$ cat config.mk
export PLATFORM = sky130hd
export DESIGN_NAME = rtc_cal_counter
export DESIGN_NICKNAME = d
export VERILOG_FILES = /design/src/rtl/rtc_cal_pkg.sv /design/src/rtl/rtc_div_fsm.sv /design/src/rtl/rtc_cal_next.sv /design/src/rtl/rtc_cal_counter.sv
export SDC_FILE = /design/constraint.sdc
export NUM_CORES = 1
export LEC_CHECK = 0
export BUFFER_PORTS_ARGS = -buffer_cell sky130_fd_sc_hd__clkbuf_2
export CORE_UTILIZATION = 40
export CTS_CLUSTER_SIZE = 28
export DETAILED_ROUTE_END_ITERATION = 12
export GPL_ROUTABILITY_DRIVEN = 1
export SYNTH_ARGS = -nofsm -noshare
export SYNTH_HDL_FRONTEND = slang
export SYNTH_SLANG_ARGS = --single-unit
$ cat constraint.sdc
create_clock -name clk -period 21.8 [get_ports clk]
set_input_delay 3.27 -clock clk [delete_from_list [all_inputs] [get_ports clk]]
set_output_delay 3.27 -clock clk [all_outputs]
set_load 0.01 [all_outputs]
$ cat src/rtl/rtc_cal_pkg.sv
package rtc_cal_pkg;

    localparam int NFLD = 8;

    typedef enum logic [2:0] {
        FLD_SEC  = 3'd0,
        FLD_MIN  = 3'd1,
        FLD_HOUR = 3'd2,
        FLD_WDAY = 3'd3,
        FLD_MDAY = 3'd4,
        FLD_MON  = 3'd5,
        FLD_YEAR = 3'd6,
        FLD_CENT = 3'd7
    } fld_e;

    typedef enum logic [1:0] {
        DIV_STOP = 2'd0,
        DIV_HALT = 2'd1,
        DIV_RUN  = 2'd2
    } div_state_e;

    // Stored byte to numeric value under the current storage mode
    function automatic logic [7:0] dec_val(input logic [7:0] raw, input logic bin);
        if (bin)
            return raw;
        return ({4'd0, raw[7:4]} * 8'd10) + {4'd0, raw[3:0]};
    endfunction

    // Numeric value to stored byte under the current storage mode
    function automatic logic [7:0] enc_val(input logic [7:0] v, input logic bin);
        logic [7:0] tens;
        logic [7:0] units;
        tens  = v / 8'd10;
        units = v % 8'd10;
        if (bin)
            return v;
        return {tens[3:0], units[3:0]};
    endfunction

    function automatic logic [7:0] rst_byte(input int idx);
        case (idx)
            3, 4, 5: return 8'h01;
            7:       return 8'h20;
            default: return 8'h00;
        endcase
    endfunction

endpackage

$ cat src/rtl/rtc_div_fsm.sv
module rtc_div_fsm
    import rtc_cal_pkg::*;
#(
    parameter int TICKS_PER_SEC = 32768,
    parameter int UIP_TICKS     = 8
) (
    input  logic       clk,
    input  logic       rst_n,
    input  logic       tick_en,
    input  logic [2:0] ctl_div,
    input  logic       ctl_freeze,
    output logic       roll,
    output logic       uip,
    output logic       upd_pulse
);

    localparam int CW = $clog2(TICKS_PER_SEC);
    localparam logic [CW-1:0] LAST     = CW'(TICKS_PER_SEC - 1);
    localparam logic [CW-1:0] HALF     = CW'(TICKS_PER_SEC / 2);
    localparam logic [CW-1:0] UIP_FROM = CW'(TICKS_PER_SEC - UIP_TICKS);

    div_state_e      st_q, st_d;
    logic [CW-1:0]   cnt_q;

    // Next-state decode from the control inputs
    always_comb begin
        if (ctl_div[2:1] == 2'b11)
            st_d = DIV_HALT;
        else if (!ctl_freeze && (ctl_div <= 3'b010))
            st_d = DIV_RUN;
        else
            st_d = DIV_STOP;
    end

    always_ff @(posedge clk or negedge rst_n) begin
        if (!rst_n)
            st_q <= DIV_STOP;
        else
            st_q <= st_d;
    end

    assign roll = (st_q == DIV_RUN) && tick_en && (cnt_q == LAST);

    // Prescaler action per state
    always_ff @(posedge clk or negedge rst_n) begin
        if (!rst_n) begin
            cnt_q <= '0;
        end else begin
            unique case (st_q)
                DIV_HALT: cnt_q <= HALF;
                DIV_RUN:  if (tick_en) cnt_q <= roll ? '0 : cnt_q + 1'b1;
                DIV_STOP: cnt_q <= cnt_q;
                default:  cnt_q <= cnt_q;
            endcase
        end
    end

    // Outputs
    always_ff @(posedge clk or negedge rst_n) begin
        if (!rst_n)
            upd_pulse <= 1'b0;
        else
            upd_pulse <= roll;
    end

    assign uip = (st_q == DIV_RUN) && (cnt_q >= UIP_FROM);

endmodule

$ cat src/rtl/rtc_cal_next.sv
module rtc_cal_next
    import rtc_cal_pkg::*;
(
    input  logic [NFLD-1:0][7:0] cur,
    input  logic                 bin_mode,
    input  logic                 h24,
    output logic [NFLD-1:0][7:0] nxt
);

    logic [7:0] s, m, h, wd, md, mo, yr, ce, hv, dim;
    logic [7:0] hn, hh;
    logic       c_s, c_m, c_h, c_md, c_mo, c_yr;

    function automatic logic [7:0] days_in(input logic [7:0] mon, input logic [7:0] year);
        case (mon)
            8'd2:                     return (year[1:0] == 2'b00) ? 8'd29 : 8'd28;
            8'd4, 8'd6, 8'd9, 8'd11:  return 8'd30;
            default:                  return 8'd31;
        endcase
    endfunction

    always_comb begin
        s  = dec_val(cur[FLD_SEC],  bin_mode);
        m  = dec_val(cur[FLD_MIN],  bin_mode);
        wd = dec_val(cur[FLD_WDAY], bin_mode);
        md = dec_val(cur[FLD_MDAY], bin_mode);
        mo = dec_val(cur[FLD_MON],  bin_mode);
        yr = dec_val(cur[FLD_YEAR], bin_mode);
        ce = dec_val(cur[FLD_CENT], bin_mode);

        // Hour to 0..23
        if (h24) begin
            h  = dec_val(cur[FLD_HOUR], bin_mode);
            hv = 8'd0;
        end else begin
            hv = dec_val({1'b0, cur[FLD_HOUR][6:0]}, bin_mode);
            h  = ((hv == 8'd12) ? 8'd0 : hv) + (cur[FLD_HOUR][7] ? 8'd12 : 8'd0);
        end

        dim  = days_in(mo, yr);
        c_s  = (s >= 8'd59);
        c_m  = c_s && (m >= 8'd59);
        c_h  = c_m && (h >= 8'd23);
        c_md = c_h && (md >= dim);
        c_mo = c_md && (mo >= 8'd12);
        c_yr = c_mo && (yr >= 8'd99);

        hn = c_h ? 8'd0 : h + 8'd1;
        if (hn == 8'd0)
            hh = 8'd12;
        else if (hn > 8'd12)
            hh = hn - 8'd12;
        else
            hh = hn;

        nxt = cur;
        nxt[FLD_SEC] = enc_val(c_s ? 8'd0 : s + 8'd1, bin_mode);
        if (c_s)
            nxt[FLD_MIN] = enc_val(c_m ? 8'd0 : m + 8'd1, bin_mode);
        if (c_m)
            nxt[FLD_HOUR] = h24 ? enc_val(hn, bin_mode)
                                : (enc_val(hh, bin_mode) | {(hn >= 8'd12), 7'd0});
        if (c_h) begin
            nxt[FLD_WDAY] = enc_val((wd >= 8'd7) ? 8'd1 : wd + 8'd1, bin_mode);
            nxt[FLD_MDAY] = enc_val(c_md ? 8'd1 : md + 8'd1, bin_mode);
        end
        if (c_md)
            nxt[FLD_MON] = enc_val(c_mo ? 8'd1 : mo + 8'd1, bin_mode);
        if (c_mo)
            nxt[FLD_YEAR] = enc_val(c_yr ? 8'd0 : yr + 8'd1, bin_mode);
        if (c_yr)
            nxt[FLD_CENT] = enc_val((ce >= 8'd99) ? 8'd0 : ce + 8'd1, bin_mode);
    end

endmodule

$ cat src/rtl/rtc_cal_counter.sv
module rtc_cal_counter
    import rtc_cal_pkg::*;
#(
    parameter int TICKS_PER_SEC = 32768,
    parameter int UIP_TICKS     = 8
) (
    input  logic       clk,
    input  logic       rst_n,
    input  logic       tick_en,
    input  logic [2:0] ctl_div,
    input  logic       ctl_freeze,
    input  logic       ctl_binary,
    input  logic       ctl_24h,
    input  logic       ld_en,
    input  logic [2:0] ld_sel,
    input  logic [7:0] ld_data,
    output logic [7:0] sec_o,
    output logic [7:0] min_o,
    output logic [7:0] hour_o,
    output logic [7:0] wday_o,
    output logic [7:0] mday_o,
    output logic [7:0] mon_o,
    output logic [7:0] year_o,
    output logic [7:0] cent_o,
    output logic       uip_o,
    output logic       upd_pulse_o
);

    logic                 roll;
    logic [NFLD-1:0][7:0] fld_q;
    logic [NFLD-1:0][7:0] fld_nxt;

    rtc_div_fsm #(
        .TICKS_PER_SEC (TICKS_PER_SEC),
        .UIP_TICKS     (UIP_TICKS)
    ) u_div (
        .clk        (clk),
        .rst_n      (rst_n),
        .tick_en    (tick_en),
        .ctl_div    (ctl_div),
        .ctl_freeze (ctl_freeze),
        .roll       (roll),
        .uip        (uip_o),
        .upd_pulse  (upd_pulse_o)
    );

    rtc_cal_next u_next (
        .cur      (fld_q),
        .bin_mode (ctl_binary),
        .h24      (ctl_24h),
        .nxt      (fld_nxt)
    );

    // A load beats the rollover for the addressed field only
    always_ff @(posedge clk or negedge rst_n) begin
        if (!rst_n) begin
            for (int i = 0; i < NFLD; i++)
                fld_q[i] <= rst_byte(i);
        end else begin
            for (int i = 0; i < NFLD; i++) begin
                if (ld_en && (ld_sel == 3'(i)))
                    fld_q[i] <= ld_data;
                else if (roll)
                    fld_q[i] <= fld_nxt[i];
            end
        end
    end

    assign sec_o  = fld_q[FLD_SEC];
    assign min_o  = fld_q[FLD_MIN];
    assign hour_o = fld_q[FLD_HOUR];
    assign wday_o = fld_q[FLD_WDAY];
    assign mday_o = fld_q[FLD_MDAY];
    assign mon_o  = fld_q[FLD_MON];
    assign year_o = fld_q[FLD_YEAR];
    assign cent_o = fld_q[FLD_CENT];

endmodule

==> results of run 1 <==
cell type report:
class                      instances  area (um^2)
inverter                          49        183.9
clock buffer                      11        242.7
fill                            3171        17240
tap                              396        495.5
sequential                        82         2057
timing repair buffer              98        525.5
multi-input combinational       1505        10080
clock inverter                     5        85.08
sequential cells by signal, indices dropped and copies added (netlist names):
register	count
min_o	8
u_div.cnt_q	15
sec_o	8
mday_o	8
hour_o	8
wday_o	8
u_div.st_q	2
u_div.upd_pulse	1
year_o	8
mon_o	8
cent_o	8
cells by family (layout without fill, tap and decap cells):
kind of cell / count (synthesis) / after routing / share of synthesized area
xor gates and xnor gates: 82 / 82 / 0.05721
adders and majority gates: 117 / 117 / 0.1238
AOI/OAI and AO/OA: 576 / 576 / 0.3081
muxes: 58 / 58 / 0.04872
buffers and inverters: 126 / 163 / 0.04419
and+or+nand+nor: 672 / 672 / 0.2558
DFF: 82 / 82 / 0.1621
power breakdown:
group | internal (mW) | switching (mW) | total (mW)
logic | 0.646 | 1.00 | 1.65
registers | 0.177 | 0.0529 | 0.230
clock network | 0.105 | 0.0699 | 0.174
total | 0.927 | 1.12 | 2.05
cell usage in the layout (no fill, tap or decap), drive strengths merged, types with 48 or more instances in the layout:
master,Yosys,final
nand2,209,209
nor2,159,159
o21ai,142,142
a21oi,136,136
clkbuf,45,95
ha,91,91
dfrtp,78,78
nand3,62,62
nor3,56,56
xnor2,54,54
inv,46,48
synthesized netlist by cell type, types with 15 or more instances:
cell type and number:
nand2_1 208, nor2_1 157, a21oi_1 135, o21ai_0 130
ha_1 91, dfrtp_1 78, nand3_1 61, nor3_1 54
xnor2_1 53, clkbuf_1 45, inv_1 45, a31oi_1 41
mux2i_1 33, xor2_1 28, a211oi_1 25, nand2b_1 23
nand4_1 23, mux2_2 21, o211ai_1 21, o31ai_1 21
or3_1 19, a21o_1 18, and3_1 18, fa_1 17
nor4_1 16, and2_1 15, nor2b_1 15
critical path, delay by kind of cell:
| kind | cells | cell delay [ps] |
|---|---|---|
| AO/OA/AOI/OAI | 12 | 2570 |
| adder cells (fa/ha/maj) | 3 | 830 |
| buffers and inverters | 6 | 1930 |
| multiplexers | 2 | 670 |
| AND/OR/NAND/NOR | 13 | 2840 |
through the flow:
step	total power [mW]	instance area [um^2]
2_1_floorplan	1.517	12690
3_3_place_gp	1.824	13340
3_5_place_dp	1.850	13340
4_1_cts	2.033	13670
5_1_grt	2.253	13670
6_report	2.050	13670
per-layer routing:
layer | share of wire | GRT usage | vias to the layer above
met5 | 0 | 0 | -
met4 | 0.017 | 0.05846 | 0
met3 | 0.048 | 0.02203 | 48
met2 | 0.47 | 0.4067 | 378
met1 | 0.46 | 0.3262 | 6316
li1 | - | - | 6510
worst min path at each step:
| stage | slack (ps) | cells past startpoint | from | to |
|---|---|---|---|---|
| CTS | 490 | 1 | u_div.cnt_q[9] | u_div.cnt_q[9] |
| global placement | 470 | 1 | u_div.cnt_q[9] | u_div.cnt_q[9] |
| global route | 500 | 1 | u_div.cnt_q[9] | u_div.cnt_q[9] |
| finish | 490 | 1 | u_div.cnt_q[9] | u_div.cnt_q[9] |
| floorplan | 450 | 1 | u_div.cnt_q[9] | u_div.cnt_q[9] |
| detailed placement | 470 | 1 | u_div.cnt_q[9] | u_div.cnt_q[9] |
==> impl_metrics.json, run 1 <==
{
  "status": "finished, final reports clean",
  "end_kind": "flip-flop",
  "period_minus_slack_ps": 11910,
  "cts_tree": "built",
  "rsz0062_at_grt": "no",
  "ys_async_sr_fraction": 1.000,
  "post_cts_buffers": 0,
  "maxCapViolCount": 0,
  "synth_flop_cell": "dfrtp_1",
  "critPathMaxFanout": 65,
  "syn_avg_cell_area_um2": 7.406,
  "crit_path_max_incr_delay_ps": 640,
  "routed_via_density": 6.175,
  "cts_max_path_buffers": 2,
  "p_leak_nw": 5.589,
  "fin_ws_ps": 9894,
  "dp_hpwl_um": 29380,
  "ctsResizeCount": 0,
  "crit_path_start": "ctl_binary",
  "num_rows": 64,
  "fin_setup_tns_ps": 0,
  "grt_max_degree": 66,
  "synth.distinct_cells": 113,
  "syn-num-nets": 1842,
  "hold_viol": 0,
  "slew_headroom": 0.2422,
  "antenna_found_initial": 0,
  "hold_path.class": "flip-flop to flip-flop",
  "cts_buffers": 9,
  "h-tree-depth": 3,
  "start_util": 0.4104,
  "r2r_setup_slack_ps": 12350,
  "synth_top_cell_by_area": "dfrtp_1",
  "holdWs_ps": 489.9,
  "core-area_mm2": 0.03091,
  "gr-total-overflow": 0,
  "synth_area_mm2": 0.01269,
  "cts_sinks": 82,
  "critPathKind": "input port to flip-flop",
  "vias": 13250,
  "synth_edf_count": 0,
  "die-area_mm2": 0.03243,
  "grt.total_usage": 0.2394,
  "dpl.cell_count": 2130,
  "layout.cells.non_filler": 2146,
  "drive_gt1_frac": 0.1109,
  "cts_root_buf": "clkbuf_16",
  "setup_viol": 0,
  "grt_pass1_wl_um": 64250,
  "slowest_stage": "buf_4",
  "synth_top_cell_area_share": 0.1539,
  "cpMostUsedCell": "a31oi_1",
  "synth_cells": 1713,
  "routed_wl_um": 39240,
  "worstPathRequired_ps": 22070,
  "skew_ps": 8.504,
  "reg2reg_to": "hour_o[3]",
  "grt_pass1_vias": 12230,
  "worst_r2r_startpoint": "hour_o[6]",
  "areaGrowthSynthToFinish_pct": 7.772,
  "ys_warn_count": 0,
  "wl_per_cell_um": 18.28,
  "antenna_cells": 0,
  "rr_worst_depth": 36,
  "worstMarginPinSlew_ps": 1133,
  "worstPathArrival_ps": 12180,
  "utilization": 0.4423,
  "ir_drop_mv": 0.07457,
  "netlist_top_cells_area": "dfrtp_1 15%, ha_1 9.0%, nand2_1 6.2%, a21oi_1 5.3%, o21ai_0 5.1%",
  "critPathLaunchType": "input port",
  "crit_path_end": "hour_o[3]",
  "slew_violations": 0,
  "fp.dieW_um": 180.1,
  "route.detailed.drc": 0,
  "drt_iter0_drc": 993,
  "drt-pass1-iter-count": 5,
  "clk_latency_ps": 360,
  "fmax_ghz": 0.08399,
  "gp_congestion": 0.9234,
  "port_buffers": 86,
  "ys_ff_latch": 82,
  "period_share": 0.5461,
  "clk_pin_slew_ps": 70,
  "io_pins": 87,
  "pre_cts_ws_ps": 9778,
  "ys_seq_area_frac": 0.1621,
  "ctsHoldBuffers": 0,
  "drtAntennaViolNets": 0,
  "power_density_mw_per_mm2": 149.9,
  "die_y_um": 180.1,
  "nets": 1874
}
Power figures use the tool's default switching activity.
==> inputs of run 2 (changes only) <==
==> constraint.sdc (replaced) <==
create_clock -name clk -period 10.6 [get_ports clk]
set_input_delay 1.59 -clock clk [delete_from_list [all_inputs] [get_ports clk]]
set_output_delay 1.59 -clock clk [all_outputs]
set_load 0.01 [all_outputs]
==> run 2 against run 1 <==
  * Non-clock buffer count decreased by 1
  * First-iteration DRC count increased by 21%
  * Flip-flop and latch count unchanged
  * Register-to-register slack got worse by 11000 ps
  * Hold slack improved by 2.8 ps
  * Largest cell class unchanged
  * Via count increased by 0.21%
  * Setup slack got worse by 8900 ps
  * Cell area decreased by 0.19%
  * Critical path depth increased by 1
  * Sequential power increased by 110%
  * Die area unchanged
==> impl_metrics.json, run 2 (synthesis gave the netlist of run 1 again) <==
{
  "gr-total-overflow": 0,
  "critPathLaunchType": "flip-flop",
  "p_leak_nw": 5.572,
  "worstPathRequired_ps": 10880,
  "fillers": 3175,
  "core-area_mm2": 0.03091,
  "crit_path_max_incr_delay_ps": 510,
  "final_common_cell": "nand2_1",
  "grt_max_degree": 131,
  "route.detailed.drc": 0,
  "skew_ps": 13.08,
  "routed_wl_um": 39750,
  "antenna_cells": 0,
  "grt.total_usage": 0.2428,
  "drt-pass1-iter-count": 5,
  "end_kind": "flip-flop",
  "period_share": 0.9051,
  "r2r_setup_slack_ps": 1010,
  "largest-register": "u_div.cnt_q",
  "areaGrowthSynthToFinish_pct": 7.565,
  "clk_latency_ps": 360,
  "cts_sinks": 82,
  "setup_viol": 0,
  "hold_viol": 0,
  "die-area_mm2": 0.03243,
  "gp_congestion": 0.9283,
  "grtUsageMet1": 0.3401,
  "io_pins": 87,
  "cts_buffers": 9,
  "die_y_um": 180.1,
  "largest_register_ffs": 15,
  "holdWs_ps": 492.7,
  "maxCapViolCount": 0,
  "start_util": 0.4104,
  "wl_per_cell_um": 18.53,
  "grt_pass1_vias": 12350,
  "final_cell_mix": "208 x nand2_1, 157 x nor2_1, 135 x a21oi_1, 130 x o21ai_0, 91 x ha_1",
  "power_mw": 4.214,
  "grt_pass1_wl_um": 65360,
  "drtAntennaViolNets": 0,
  "drt_iter0_drc": 1200,
  "nets": 1873,
  "cpMostUsedCell": "ha_1",
  "dpl.cell_count": 2129,
  "use_met2": 0.3933,
  "post_cts_buffers": 0,
  "layout.cells.non_filler": 2145,
  "power_density_mw_per_mm2": 308.8,
  "fp.dieW_um": 180.1,
  "period_minus_slack_ps": 9594,
  "fin_ws_ps": 1006,
  "rsz0062_at_grt": "no",
  "cts_tree": "built",
  "ir_drop_mv": 0.1553,
  "antenna_found_initial": 0,
  "fmax_ghz": 0.1042,
  "vias": 13280,
  "h-tree-depth": 3,
  "slowest_stage": "dfrtp_1",
  "cts_root_buf": "clkbuf_16",
  "pre_cts_ws_ps": 1091,
  "port_buffers": 86,
  "placed_area_mm2": 0.01335,
  "critPathKind": "flip-flop to flip-flop",
  "clk_pin_slew_ps": 70,
  "utilization": 0.4415,
  "worstMarginPinSlew_ps": 1099,
  "ctsHoldBuffers": 0,
  "drive_gt1_frac": 0.1098,
  "num_rows": 64,
  "dp_hpwl_um": 29800,
  "routed_via_density": 6.191,
  "cts_max_path_buffers": 2,
  "hold_path.class": "flip-flop to flip-flop",
  "grt_busiest_layer": "met2",
  "worstPathArrival_ps": 9870,
  "status": "finished, final reports clean",
  "ctsResizeCount": 0,
  "use_met3": 0.02546,
  "critPathMaxFanout": 16,
  "slew_headroom": 0.2646,
  "finalInstanceArea_mm2": 0.01365,
  "slew_violations": 0,
  "fin_setup_tns_ps": 0
}
-- run 2: cell count changes in the layout (fill, tap and decap cells not counted), sizes merged --
cell / previous run / this run
inv: 48 / 47
clkinv: 3 / 5
bufinv: 2 / 1
buf: 14 / 13
-- run 2: final timing paths --
path | endpoint | startpoint | depth (start not counted)
setup / recovery | hour_o[3] | hour_o[4] | 37
hold / removal | u_div.cnt_q[6] | u_div.cnt_q[6] | 1
setup reg to reg | hour_o[3] | hour_o[4] | 37
hold reg to reg | u_div.cnt_q[6] | u_div.cnt_q[6] | 1
max in group asynchronous | mday_o[6] | rst_n | 2
min in group asynchronous | u_div.cnt_q[2] | rst_n | 1
-- run 2: cell type report --
cell class	count	area, um^2	area share
clock buffer	11	232.7	0.01705
clock inverter	5	63.81	0.004676
inverter	49	183.9	0.01348
multi-input combinational	1505	10080	0.7389
sequential	82	2057	0.1507
tap	396	495.5	0.03631
timing repair buffer	97	530.5	0.03888
-- run 2: worst max-delay path, delay by kind of cell (launching register included) --
family	cells	cell delay, ps
compound gates	14	3370
simple gates	12	2790
fa+ha+maj	6	1710
buf+inv	4	760
flops	1	510
mux	1	360
-- run 2: routing by layer --
layer | vias to the layer above | part of all wire
met5 | - | 0
met2 | 374 | 0.45
met1 | 6336 | 0.47
li1 | 6514 | -
met3 | 56 | 0.051
met4 | 0 | 0.024
-- run 2: report_power, final --
part           total [mW]  switching (mW)  internal (mW)
registers           0.474           0.111          0.363
clock network       0.328           0.144          0.185
logic                3.41            2.08           1.33
total                4.21            2.34           1.88
==> inputs of run 3 (changes only) <==
--- a/config.mk
+++ b/config.mk
@@ -12,4 +12,5 @@
 export GPL_ROUTABILITY_DRIVEN = 1
 export SYNTH_ARGS = -nofsm -noshare
 export SYNTH_HDL_FRONTEND = slang
+export SYNTH_HIERARCHICAL = 1
 export SYNTH_SLANG_ARGS = --single-unit
==> run 3 against run 2 <==
  * Synthesized area up 5.9%
  * Fmax shrank 2.9%
  * Non-clock buffer count grew 5
  * First-iteration DRC count shrank 18%
  * Final cell count is 0.56% lower
  * Register-to-register slack worse by 290 ps
  * Global-route usage decreased by 1.3 points
  * Power is 23% higher
==> impl_metrics.json, run 3 <==
{
  "ctsHoldBuffers": 0,
  "worstPathRequired_ps": 10830,
  "final_cell_mix": "160 x nand2_1, 142 x mux2_2, 123 x nor2_1, 91 x ha_1",
  "core-area_mm2": 0.03278,
  "end_kind": "flip-flop",
  "utilization": 0.4445,
  "synth_area_mm2": 0.01344,
  "layout.cells.non_filler": 2133,
  "nets": 1815,
  "setup_viol": 0,
  "clk_latency_ps": 350,
  "ir_drop_mv": 0.1945,
  "fmax_ghz": 0.1012,
  "drive_gt1_frac": 0.1910,
  "pre_cts_ws_ps": 784.6,
  "synth_top_cell_by_area": "dfrtp_1",
  "slew_violations": 0,
  "port_buffers": 86,
  "gr-total-overflow": 0,
  "hold_path.class": "flip-flop to flip-flop",
  "final_common_cell": "nand2_1",
  "critPathMaxFanout": 12,
  "multi_input_area_mm2": 0.01091,
  "cts_tree": "built",
  "route.detailed.drc": 0,
  "drt-pass1-iter-count": 5,
  "routed_wl_um": 39480,
  "rr_worst_depth": 36,
  "cts_root_buf": "clkbuf_16",
  "grt_pass1_vias": 12060,
  "hold_viol": 0,
  "ys_warn_count": 6,
  "dp_hpwl_um": 29400,
  "netlist_top_cells_area": "dfrtp_1 15%, mux2_2 12%, ha_1 8.5%, nand2_1 4.5%, xnor2_1 4.2%",
  "syn_avg_cell_area_um2": 8.167,
  "ys_ff_latch": 82,
  "synth_commonest_cells": "160 x nand2_1, 142 x mux2_2, 123 x nor2_1, 91 x ha_1",
  "cts_max_path_buffers": 2,
  "critPathLaunchType": "flip-flop",
  "antenna_cells": 0,
  "die-area_mm2": 0.03433,
  "slowest_stage": "dfrtp_1",
  "worst-path-stages": 36,
  "fin_setup_tns_ps": 0,
  "gp_congestion": 0.9356,
  "largest_register_ffs": 15,
  "grt_max_degree": 68,
  "syn-num-nets": 1774,
  "grt_pass1_wl_um": 63380,
  "rsz0062_at_grt": "no",
  "path_buf_inv": 4,
  "fin_ws_ps": 719.4,
  "clk_pin_slew_ps": 70,
  "h-tree-depth": 3,
  "cpMostUsedCell": "ha_1",
  "num_rows": 66,
  "vias": 13020,
  "status": "finished, final reports clean",
  "grt.total_usage": 0.2302,
  "ys_seq_area_frac": 0.1531,
  "areaGrowthSynthToFinish_pct": 8.475,
  "placed_area_mm2": 0.01421,
  "drtAntennaViolNets": 0,
  "maxCapViolCount": 0,
  "cts_buffers": 9,
  "synth_top_cell_area_share": 0.1453,
  "cts_sinks": 82,
  "start_util": 0.4098,
  "period_minus_slack_ps": 9881,
  "synth.distinct_cells": 113,
  "synth_flop_cell": "dfrtp_1",
  "finalInstanceArea_mm2": 0.01457,
  "post-synth-top-count-cell": "nand2_1",
  "crit_path_max_incr_delay_ps": 580,
  "power_density_mw_per_mm2": 354.7,
  "wl_per_cell_um": 18.51,
  "ctsResizeCount": 0,
  "worstPathArrival_ps": 10110,
  "antenna_found_initial": 0,
  "drt_iter0_drc": 986,
  "p_leak_nw": 6.009,
  "fillers": 3309,
  "io_pins": 87,
  "cp_top_family": "compound AO/OA/AOI/OAI gates",
  "routed_via_density": 6.103,
  "post_cts_buffers": 0,
  "fp.dieW_um": 185.3,
  "die_y_um": 185.3,
  "ff_latch_area_mm2": 0.002057,
  "period_share": 0.9321,
  "synth_edf_count": 0,
  "slew_headroom": 0.3484,
  "skew_ps": 9.908,
  "hold_depth": 1,
  "ys_async_sr_fraction": 1.000,
  "synth_cells": 1645,
  "worstMarginPinSlew_ps": 973.8,
  "largest-register": "u_div/cnt_q",
  "dpl.cell_count": 2117,
  "critPathKind": "flip-flop to flip-flop"
}
-- run 3: cell types whose count changed in the layout (fill, tap and decap cells not counted), sizes merged, moves of 12 or more --
cell	before	now
a21oi	136	89
nor2	159	126
a31oi	41	23
xnor2	54	66
nand2	209	160
and2	15	34
o21ai	142	97
nor3	56	42
mux2	24	150
-- run 3: logic make-up (layout without fill, tap and decap cells) --
logic type	Yosys count	count (layout)	synth area share
and+or+nand+nor	589	589	0.2283
AOI/OAI and AO/OA	457	457	0.2394
muxes	184	184	0.1542
adders and majority gates	118	118	0.1176
buffers and inverters	111	157	0.03651
xor gates and xnor gates	103	103	0.07059
DFF	82	82	0.1531
other	1	1	0.0002791
-- run 3: cell type report --
class,count,area share
Clock inverter,7,0.008929
Multi-Input combinational cell,1452,0.7484
Clock buffer,9,0.01545
Timing Repair Buffer,102,0.03812
Sequential cell,82,0.1411
Inverter,39,0.01004
Tap cell,442,0.03795
-- run 3: power by group --
| group | total [mW] | switching, mW | internal, mW |
|---|---|---|---|
| combinational | 4.30 | 2.57 | 1.73 |
| sequential | 0.493 | 0.123 | 0.370 |
| clock | 0.378 | 0.143 | 0.235 |
-- run 3: per-layer routing --
| metal | track usage | part of all wire | up-vias |
|---|---|---|---|
| li1 | - | - | 6330 |
| met1 | 0.3120 | 0.46 | 6226 |
| met2 | 0.3673 | 0.45 | 396 |
| met3 | 0.03795 | 0.057 | 66 |
| met4 | 0.07901 | 0.029 | 0 |
| met5 | 0 | 0 | - |
-- run 3: per-stage QoR --
stage	total power, mW	hold WS, ps
floorplan	3.829	491.8
finish	5.169	549.1
global route	5.676	573.3
detailed placement	4.710	530.1
global placement	4.668	530.4
CTS	5.119	543.7
-- run 3: path summary, 6_finish.rpt --
path / from / to / slack, ps
setup / recovery: hour_o[6] / hour_o[2] / 720
hold / removal: u_div/cnt_q[9] / u_div/cnt_q[9] / 550
setup reg to reg: hour_o[6] / hour_o[2] / 720
hold reg to reg: u_div/cnt_q[9] / u_div/cnt_q[9] / 550
max in group asynchronous: rst_n / min_o[1] / 8370
min in group asynchronous: rst_n / year_o[0] / 1210
